$ cat config.mk
export PLATFORM = sky130hd
export DESIGN_NAME = fsk_nco_mod
export DESIGN_NICKNAME = d
export VERILOG_FILES = /design/src/rtl/fsk_pkg.sv /design/src/rtl/fsk_cfg_regs.sv /design/src/rtl/fsk_bit_timer.sv /design/src/rtl/fsk_phase_gen.sv /design/src/rtl/fsk_sine_lut.sv /design/src/rtl/fsk_nco_mod.sv
export SDC_FILE = /design/constraint.sdc
export NUM_CORES = 1
export LEC_CHECK = 0
export ABC_AREA = 1
export BUFFER_PORTS_ARGS = -buffer_cell sky130_fd_sc_hd__clkbuf_2
export CAP_MARGIN = 40
export CORE_ASPECT_RATIO = 0.7
export CORE_MARGIN = 5
export CORE_UTILIZATION = 35
export DETAILED_ROUTE_END_ITERATION = 7
export MAX_ROUTING_LAYER = met4
export SYNTH_ARGS = -nofsm -noshare
export SYNTH_HDL_FRONTEND = slang
export SYNTH_HIERARCHICAL = 1
export SYNTH_SLANG_ARGS = --single-unit
$ cat constraint.sdc
create_clock -name clk -period 8.75 [get_ports clk]
set_input_delay 1.3125 -clock clk [delete_from_list [all_inputs] [get_ports clk]]
set_output_delay 1.3125 -clock clk [all_outputs]
set_load 0.01 [all_outputs]
$ cat src/rtl/fsk_pkg.sv
package fsk_pkg;
   typedef enum logic [1:0] {
      SEL_CARRIER   = 2'd0,
      SEL_DEVIATION = 2'd1,
      SEL_RATE      = 2'd2,
      SEL_UNUSED    = 2'd3
   } cfg_sel_e;

   localparam real PI_R = 3.14159265358979;
endpackage

$ cat src/rtl/fsk_cfg_regs.sv
module fsk_cfg_regs
   import fsk_pkg::*;
#(
   parameter int PHASE_W = 32,
   parameter int RATE_W  = 32,
   parameter logic [PHASE_W-1:0] DEF_CAR  = '0,
   parameter logic [PHASE_W-1:0] DEF_DEV  = '0,
   parameter logic [RATE_W-1:0]  DEF_RATE = '0
) (
   input  logic               clk,
   input  logic               rst_n,
   input  logic               we,
   input  logic [1:0]         addr,
   input  logic [PHASE_W-1:0] wdata,
   output logic [PHASE_W-1:0] car_q,
   output logic [PHASE_W-1:0] dev_q,
   output logic [RATE_W-1:0]  rate_q
);
   always_ff @(posedge clk or negedge rst_n) begin
      if (!rst_n) begin
         car_q  <= DEF_CAR;
         dev_q  <= DEF_DEV;
         rate_q <= DEF_RATE;
      end else if (we) begin
         case (cfg_sel_e'(addr))
            SEL_CARRIER:   car_q  <= wdata;
            SEL_DEVIATION: dev_q  <= wdata;
            SEL_RATE:      rate_q <= wdata[RATE_W-1:0];
            default:       ;
         endcase
      end
   end
endmodule

$ cat src/rtl/fsk_bit_timer.sv
module fsk_bit_timer #(
   parameter int RATE_W = 32,
   parameter logic [RATE_W-1:0] DEF_RATE = '0
) (
   input  logic              clk,
   input  logic              rst_n,
   input  logic [RATE_W-1:0] rate_next,
   output logic [RATE_W-1:0] rate_act,
   output logic              bnd,
   output logic              bit_req
);
   logic [RATE_W-1:0] acc;
   logic [RATE_W:0]   sum;

   assign sum = {1'b0, acc} + {1'b0, rate_act};
   assign bnd = sum[RATE_W];

   always_ff @(posedge clk or negedge rst_n) begin
      if (!rst_n) begin
         acc      <= '0;
         rate_act <= DEF_RATE;
         bit_req  <= 1'b0;
      end else begin
         acc     <= sum[RATE_W-1:0];
         bit_req <= bnd;
         if (bnd) rate_act <= rate_next;
      end
   end
endmodule

$ cat src/rtl/fsk_phase_gen.sv
module fsk_phase_gen #(
   parameter int PHASE_W = 32,
   parameter int LUT_AW  = 10,
   parameter logic [PHASE_W-1:0] DEF_CAR = '0,
   parameter logic [PHASE_W-1:0] DEF_DEV = '0
) (
   input  logic               clk,
   input  logic               rst_n,
   input  logic               bnd,
   input  logic               bit_in,
   input  logic               bit_valid,
   input  logic [PHASE_W-1:0] car,
   input  logic [PHASE_W-1:0] dev,
   output logic [PHASE_W-1:0] tw,
   output logic [LUT_AW-1:0]  idx
);
   localparam logic [PHASE_W-1:0] TW_RESET = DEF_CAR - DEF_DEV;

   logic               held_bit;
   logic [PHASE_W-1:0] phase;

   always_ff @(posedge clk or negedge rst_n) begin
      if (!rst_n) begin
         held_bit <= 1'b0;
         tw       <= TW_RESET;
         phase    <= '0;
      end else begin
         if (bit_valid) held_bit <= bit_in;
         if (bnd) tw <= held_bit ? (car + dev) : (car - dev);
         phase <= phase + tw;
      end
   end

   assign idx = phase[PHASE_W-1 -: LUT_AW];
endmodule

$ cat src/rtl/fsk_sine_lut.sv
module fsk_sine_lut
   import fsk_pkg::*;
#(
   parameter int LUT_AW = 10,
   parameter int OUT_W  = 12
) (
   input  logic                    clk,
   input  logic                    rst_n,
   input  logic [LUT_AW-1:0]       idx,
   output logic signed [OUT_W-1:0] sample
);
   localparam int  QW    = LUT_AW - 2;
   localparam int  QN    = 1 << QW;
   localparam real AMP_R = real'((1 << (OUT_W - 1)) - 1);

   logic [OUT_W-2:0] qtab [QN];

   for (genvar i = 0; i < QN; i++) begin : g_qtab
      localparam real ANG = PI_R * (2.0 * i + 1.0) / (4.0 * QN);
      localparam int  MAG = $rtoi(AMP_R * $sin(ANG) + 0.5);
      assign qtab[i] = MAG[OUT_W-2:0];
   end

   logic [1:0]              quad;
   logic [QW-1:0]           low;
   logic [QW-1:0]           mirror;
   logic signed [OUT_W-1:0] mag;

   always_comb begin
      quad   = idx[LUT_AW-1 -: 2];
      low    = idx[QW-1:0];
      mirror = quad[0] ? ~low : low;
      mag    = $signed({1'b0, qtab[mirror]});
   end

   always_ff @(posedge clk or negedge rst_n) begin
      if (!rst_n) sample <= '0;
      else        sample <= quad[1] ? -mag : mag;
   end
endmodule

$ cat src/rtl/fsk_nco_mod.sv
module fsk_nco_mod #(
   parameter int PHASE_W = 32,
   parameter int RATE_W  = 32,
   parameter int LUT_AW  = 10,
   parameter int OUT_W   = 12,
   parameter logic [PHASE_W-1:0] DEF_CAR  = 32'd930576247,
   parameter logic [PHASE_W-1:0] DEF_DEV  = 32'd5368709,
   parameter logic [RATE_W-1:0]  DEF_RATE = 32'd2820343
) (
   input  logic                    clk,
   input  logic                    rst_n,
   input  logic                    cfg_we,
   input  logic [1:0]              cfg_addr,
   input  logic [PHASE_W-1:0]      cfg_wdata,
   input  logic                    bit_in,
   input  logic                    bit_valid,
   output logic                    bit_req,
   output logic signed [OUT_W-1:0] sample_out
);
   if (LUT_AW < 3 || LUT_AW > PHASE_W) begin : g_bad_lut_aw
      $error("LUT_AW must lie in 3..PHASE_W");
   end
   if (RATE_W < 2 || RATE_W > PHASE_W) begin : g_bad_rate_w
      $error("RATE_W must lie in 2..PHASE_W");
   end
   if (OUT_W < 4 || OUT_W > 24) begin : g_bad_out_w
      $error("OUT_W must lie in 4..24");
   end

   logic [PHASE_W-1:0] car_sh;
   logic [PHASE_W-1:0] dev_sh;
   logic [RATE_W-1:0]  rate_sh;
   logic [RATE_W-1:0]  rate_act;
   logic               bnd;
   logic [PHASE_W-1:0] tw;
   logic [LUT_AW-1:0]  idx;

   fsk_cfg_regs #(
      .PHASE_W (PHASE_W), .RATE_W (RATE_W),
      .DEF_CAR (DEF_CAR), .DEF_DEV (DEF_DEV), .DEF_RATE (DEF_RATE)
   ) u_cfg (
      .clk (clk), .rst_n (rst_n), .we (cfg_we), .addr (cfg_addr),
      .wdata (cfg_wdata), .car_q (car_sh), .dev_q (dev_sh), .rate_q (rate_sh)
   );

   fsk_bit_timer #(.RATE_W (RATE_W), .DEF_RATE (DEF_RATE)) u_timer (
      .clk (clk), .rst_n (rst_n), .rate_next (rate_sh),
      .rate_act (rate_act), .bnd (bnd), .bit_req (bit_req)
   );

   fsk_phase_gen #(
      .PHASE_W (PHASE_W), .LUT_AW (LUT_AW),
      .DEF_CAR (DEF_CAR), .DEF_DEV (DEF_DEV)
   ) u_phase (
      .clk (clk), .rst_n (rst_n), .bnd (bnd), .bit_in (bit_in),
      .bit_valid (bit_valid), .car (car_sh), .dev (dev_sh),
      .tw (tw), .idx (idx)
   );

   fsk_sine_lut #(.LUT_AW (LUT_AW), .OUT_W (OUT_W)) u_lut (
      .clk (clk), .rst_n (rst_n), .idx (idx), .sample (sample_out)
   );
endmodule

Yosys cells after proc, flatten, opt, wreduce, memory -nomap -nowiden:

Memory sizes are Yosys's and may differ from the RTL's.
Cells that the tools add are included.

* register bits after elaboration: 238
* ROM bits: 2816
* input bits: 39
* output and inout bits: 13
* word-level logic and storage cells: 30
* memories kept: 1

Memory list
* (no name shown): words 256, width 11, rd ports 1, clocked after memory_dff 0, wr ports 0, line fsk_sine_lut.sv:33 `mag = $signed({1'b0, qtab[mirror]});`

* add/sub/neg operators: 5
* order comparisons: 1
* equal/unequal tests: 2
* muxes and demuxes: 5
* bitwise logic cells: 2
* reductions and logical operators: 4

Operators by type and width (count)
* 32-bit adder: 2
* 32-bit by 32-bit adder with 33-bit output: 1
* 32-bit 2-to-1 mux: 1
* 32-bit subtractor: 1
* 11-bit 2-to-1 mux: 2
* 12-bit 2-to-1 mux: 1
* 11-bit negator with 12-bit output: 1
* 9-bit >= comparator, second input constant: 1
* 8-bit NOT with 9-bit output: 1
* 8-bit 2-to-1 mux: 1
* 8-bit NOT: 1
* 2-bit AND reduction: 3
* 2-bit by 1-bit equality test with 1-bit output, second input constant: 1
* 2-bit equality test, second input constant: 1
* 2-bit zero test: 1

Longest topological paths before layout:

* word-level depth: 8
* gate-level depth with buffers: 27
* depth with buffers taken out: 25

Modules after synthesis:

Netlist, hierarchy kept.

Modules (own cells, without submodules)
* fsk_phase_gen: instances 1, cells each 1175, area an instance 7304.5 µm², seq. area each 1647.8 µm²
* fsk_bit_timer: instances 1, cells each 690, area an instance 4629.4 µm², seq. area each 1641.6 µm²
* fsk_cfg_regs: instances 1, cells each 427, area an instance 4061.4 µm², seq. area each 2461.1 µm²
* fsk_sine_lut: instances 1, cells each 701, area an instance 3658.5 µm², seq. area each 300.3 µm²

Worst setup path after synthesis:

Ideal clock, no wire load.

* path kind: reg2reg
* from: register u_phase.phase[30]
* to: register u_lut.sample[6]
* library setup time: 118 ps
* arrival: 2848 ps
* data required time: 8632 ps
* path slack: 5783 ps
* stages on the path, launching flop included: 25
* buffers on the path: 4
* period minus slack after synthesis: 2967 ps
* cells stage by stage: dfrtp_1 > buf_4 > buf_6 > buf_12 > nand2_1 > nand2_1 > ha_1 > nand3_1 > buf_2 > nand3_1 > nand3_1 > nand3_1 > nand2_1 > nand2_1 > nand2_1 > nand2_1 > nand2_1 > inv_1 > ha_1 > nand3_1 > nor2_1 > nand2_1 > nand2_2 > xnor2_1 > inv_1

* longest elaborated chain between the ends: 7

RTL lines
* start: declaration: line fsk_phase_gen.sv:20 `logic [PHASE_W-1:0] phase;`
* start signal: assignment: line fsk_phase_gen.sv:30 `phase <= phase + tw;`
* 8-bit 2-to-1 mux (*): line fsk_sine_lut.sv:32 `mirror = quad[0] ? ~low : low;`
* 8-bit NOT with 9-bit output (implied by the code) (*): line fsk_sine_lut.sv:33
* memory 256 x 11 bit (*)
* 11-bit 2-to-1 mux (implied by the code) (*) (2 in series): line fsk_sine_lut.sv:33
* 11-bit negator with 12-bit output: line fsk_sine_lut.sv:38 `else sample <= quad[1] ? -mag : mag;`
* 12-bit 2-to-1 mux (*): line fsk_sine_lut.sv:38
* end signal: assignment: line fsk_sine_lut.sv:38
* end: declaration: line fsk_sine_lut.sv:10 `output logic signed [OUT_W-1:0] sample`

Every way passes the cells marked *; elsewhere a longest branch is shown, timed or not. The select of a mux whose other input is x is not followed.
A chain may end at the register's enable or synchronous reset.

Final worst setup path:

* from: register u_phase.phase[30]
* to: register u_lut.sample[8]

The elaborated chain is that of the path after synthesis.

==> impl_metrics.env <==
export IMPL_worstRegToRegCells=23
export IMPL_drtAntennaViolNets=0
export IMPL_initial_core_util=0.355
export IMPL_fin_setup_tns_ns=0
export IMPL_placed_cell_area_mm2=0.0203
export IMPL_cts_tree="built"
export IMPL_antenna_found_initial=0
export IMPL_hp_class="register to register"
export IMPL_design_area_mm2=0.0213
export IMPL_diodes=0
export IMPL_hold_viol_final=0
export IMPL_hpwl_um=47100
export IMPL_preCtsSetupSlack_ns=5.01
export IMPL_routed_wl_um=61500
export IMPL_crit_buf_inv=4
export IMPL_worstPathArrival_ns=4.28
export IMPL_post_cts_setup_buffers=0
export IMPL_clockRootBuffer="clkbuf_16"
export IMPL_fin_skew_ns=0.0333
export IMPL_htreeDepth=1
export IMPL_maxCapViolations=0
export IMPL_route_vias_total=18900
export IMPL_finalCritPeriodShare=0.435
export IMPL_worst_path_most_repeated_cell="nand2_1"
export IMPL_place_inst=3695
export IMPL_grt_max_degree=147
export IMPL_final_util=0.384
export IMPL_period_minus_slack_ns=3.80
export IMPL_critical_path_top_delay_family="simple AND/OR/NAND/NOR gates"
export IMPL_end_kind="register"
export IMPL_ios=52
export IMPL_power_density_mw_per_mm2=161
export IMPL_setup_ws_ns=4.95
export IMPL_status="finished clean"
export IMPL_die_w_um=293
export IMPL_synth_flop_cell="dfrtp_1"
export IMPL_crit_path_start="u_phase/phase[30]$_DFF_PN0_"
export IMPL_p_total_mw=3.43
export IMPL_clk_pin_slew_ns=0.06
export IMPL_detail_route_vias_per_cell=5.04
export IMPL_r2r_start="u_phase/phase[30]$_DFF_PN0_"
export IMPL_worst_slew_pin_transition_ns=0.898
export IMPL_endpoint="u_lut/sample[8]$_DFF_PN0_"
export IMPL_grt_pass1_wl_um=97100
export IMPL_clk_latency_ns=0.58
export IMPL_port_buffers=51
export IMPL_overflow=0
export IMPL_grt_pass1_vias=17200
export IMPL_syn_nets=3152
export IMPL_wl_per_cell_um=16.4
export IMPL_synth_edf_count=0
export IMPL_cpMaxStageDelayCell="dfrtp_1"
export IMPL_slowest_delay_ns=0.44
export IMPL_yosysWarnings=6
export IMPL_core_region_area_mm2=0.0554
export IMPL_vdd_drop_max_uv=173
export IMPL_std_cell_rows=72
export IMPL_p_leak_nw=11.9
export IMPL_clockBufferDepth=3
export IMPL_required_ns=9.22
export IMPL_synth_area_mm2=0.0197
export IMPL_critical_path_class="register to register"
export IMPL_crit_cells=23
export IMPL_holdWs_ns=0.460
export IMPL_async_flop_share=1.00
export IMPL_synth_area_per_cell_um2=6.57
export IMPL_drtPass1Iterations=6
export IMPL_holdBufCountCts=0
export IMPL_synth_distinct_cells=57
export IMPL_setup_violations=0
export IMPL_synth_seq_cells=238
export IMPL_die_h_um=208
export IMPL_clock_sinks=238
export IMPL_layout_common_cells="nand2_1 (1,187), inv_1 (334), nand3_1 (329)"
export IMPL_cp_max_fo=14
export IMPL_reg2reg_to="u_lut/sample[8]$_DFF_PN0_"
export IMPL_layout_drive_gt1_share=0.101
export IMPL_grt_util_all_layers=0.201
export IMPL_place_congestion=0.970
export IMPL_cts_buffers=28
export IMPL_instances_no_fill=3747
export IMPL_remaining_drc_errors=0
export IMPL_cts_resized=0
export IMPL_final_common_cell="nand2_1"
export IMPL_fmax_mhz=263
export IMPL_drv_slew=0
export IMPL_critPathLaunchType="register"
export IMPL_regToRegSetupSlack_ns=4.95
export IMPL_grt_setup_unrepaired="no"
export IMPL_yosysSeqAreaShare=0.308
export IMPL_finalNetCount=3144
export IMPL_synthCells=2993
export IMPL_maxSlewHeadroom=0.401
export IMPL_die_area_mm2=0.0611
export IMPL_crit_chain="buf_4 -> inv_4 -> nand2_1 -> nand2_1 -> ha_1 -> nand3_1 -> nand3_1 -> nand3_1 -> nand3_1 -> nand2_1 -> nand2_1 -> nand2_1 -> nand2_1 -> nand2_1 -> inv_1 -> ha_1 -> nand3_1 -> nor2_1 -> nand2_1 -> nand2_2 -> nand3_1 -> nand2_1 -> inv_1"
export IMPL_area_growth_pct=8.13
export IMPL_drtIter0Drc=2124
[cell usage after synthesis (7+ instances only)]
master / instances / area (um2)
nand2_2: 43 / 269
a21oi_1: 109 / 546
dfrtp_1: 162 / 4050
nand3_1: 329 / 1650
buf_2: 36 / 180
nor3_1: 16 / 80.1
nand4_1: 82 / 513
clkbuf_1: 8 / 30.0
nand2_1: 1187 / 4460
xnor2_1: 25 / 219
buf_6: 20 / 225
inv_1: 334 / 1250
dfstp_2: 76 / 2000
inv_2: 13 / 48.8
xor2_1: 53 / 464
ha_1: 117 / 1460
nor2_2: 20 / 125
nor2_1: 171 / 642
buf_4: 35 / 263
o21ai_1: 18 / 90.1
o21bai_1: 7 / 52.6
o21ai_0: 48 / 240
[logic make-up after synthesis]
group | after synthesis | synth area share
and+or+nand+nor | 1885 | 0.410
buffers and inverters | 457 | 0.106
DFF | 238 | 0.308
AOI/OAI and AO/OA | 209 | 0.0589
adders and majority gates | 120 | 0.0775
xor gates and xnor gates | 84 | 0.0397
[worst min-delay path by stage]
| stage | from | to | slack [ns] | cells past startpoint |
|---|---|---|---|---|
| 3_5_place_dp | u_cfg/rate_q[5]$_DFFE_PN1P_ | u_cfg/rate_q[5]$_DFFE_PN1P_ | 0.45 | 2 |
| 4_1_cts | u_cfg/rate_q[1]$_DFFE_PN1P_ | u_timer/rate_act[1]$_DFFE_PN1P_ | 0.46 | 2 |
| 6_report | u_cfg/rate_q[1]$_DFFE_PN1P_ | u_timer/rate_act[1]$_DFFE_PN1P_ | 0.46 | 2 |
| 5_1_grt | u_cfg/rate_q[2]$_DFFE_PN1P_ | u_cfg/rate_q[2]$_DFFE_PN1P_ | 0.47 | 2 |
| 2_1_floorplan | u_cfg/rate_q[2]$_DFFE_PN1P_ | u_timer/rate_act[2]$_DFFE_PN1P_ | 0.44 | 2 |
| 3_3_place_gp | u_cfg/rate_q[19]$_DFFE_PN1P_ | u_timer/rate_act[19]$_DFFE_PN1P_ | 0.45 | 2 |
[metal layers]
layer,GRT usage,share of wire,up-vias
met2,0.255,0.37,673
li1,-,-,9490
met3,0.0398,0.088,85
met4,0.0380,0.020,0
met1,0.324,0.52,8619
met5,-,0,-
[layout make-up]
type | instances | area, um2
Sequential cell | 238 | 6050
Inverter | 353 | 1330
Clock buffer | 36 | 771
Clock inverter | 16 | 216
Multi-Input combinational cell | 2298 | 11500
Timing Repair Buffer | 66 | 410
Tap cell | 740 | 926
Fill cell | 5961 | 34200
[sequential cells by signal, summed over array words and instances, names as in the netlist]
register          cells
u_timer/acc          32
u_phase/held_bit      1
u_cfg/dev_q          32
u_phase/phase        32
u_timer/bit_req       1
u_cfg/car_q          32
u_lut/sample         12
u_phase/tw           32
u_timer/rate_act     32
u_cfg/rate_q         32
[worst reg2reg max path, stage by stage (launching register included)]
cell     delay (ns)
dfrtp_1        0.44
buf_4          0.33
inv_4          0.11
nand2_1        0.07
nand2_1        0.26
ha_1           0.44
nand3_1        0.40
nand3_1        0.27
nand3_1        0.12
nand3_1        0.10
nand2_1        0.06
nand2_1        0.05
nand2_1        0.06
nand2_1        0.06
nand2_1        0.10
inv_1          0.09
ha_1           0.17
nand3_1        0.11
nor2_1         0.10
nand2_1        0.07
nand2_2        0.11
nand3_1        0.09
nand2_1        0.07
inv_1          0.04
[power breakdown]
group / leakage [nW] / total, mW / internal (mW) / switching [mW]
logic: 8.45 / 0.909 / 0.297 / 0.612
registers: 2.97 / 1.26 / 1.20 / 0.0648
clock network: 0.472 / 1.26 / 0.745 / 0.512
Note: power is estimated with default switching activity, not from simulation.
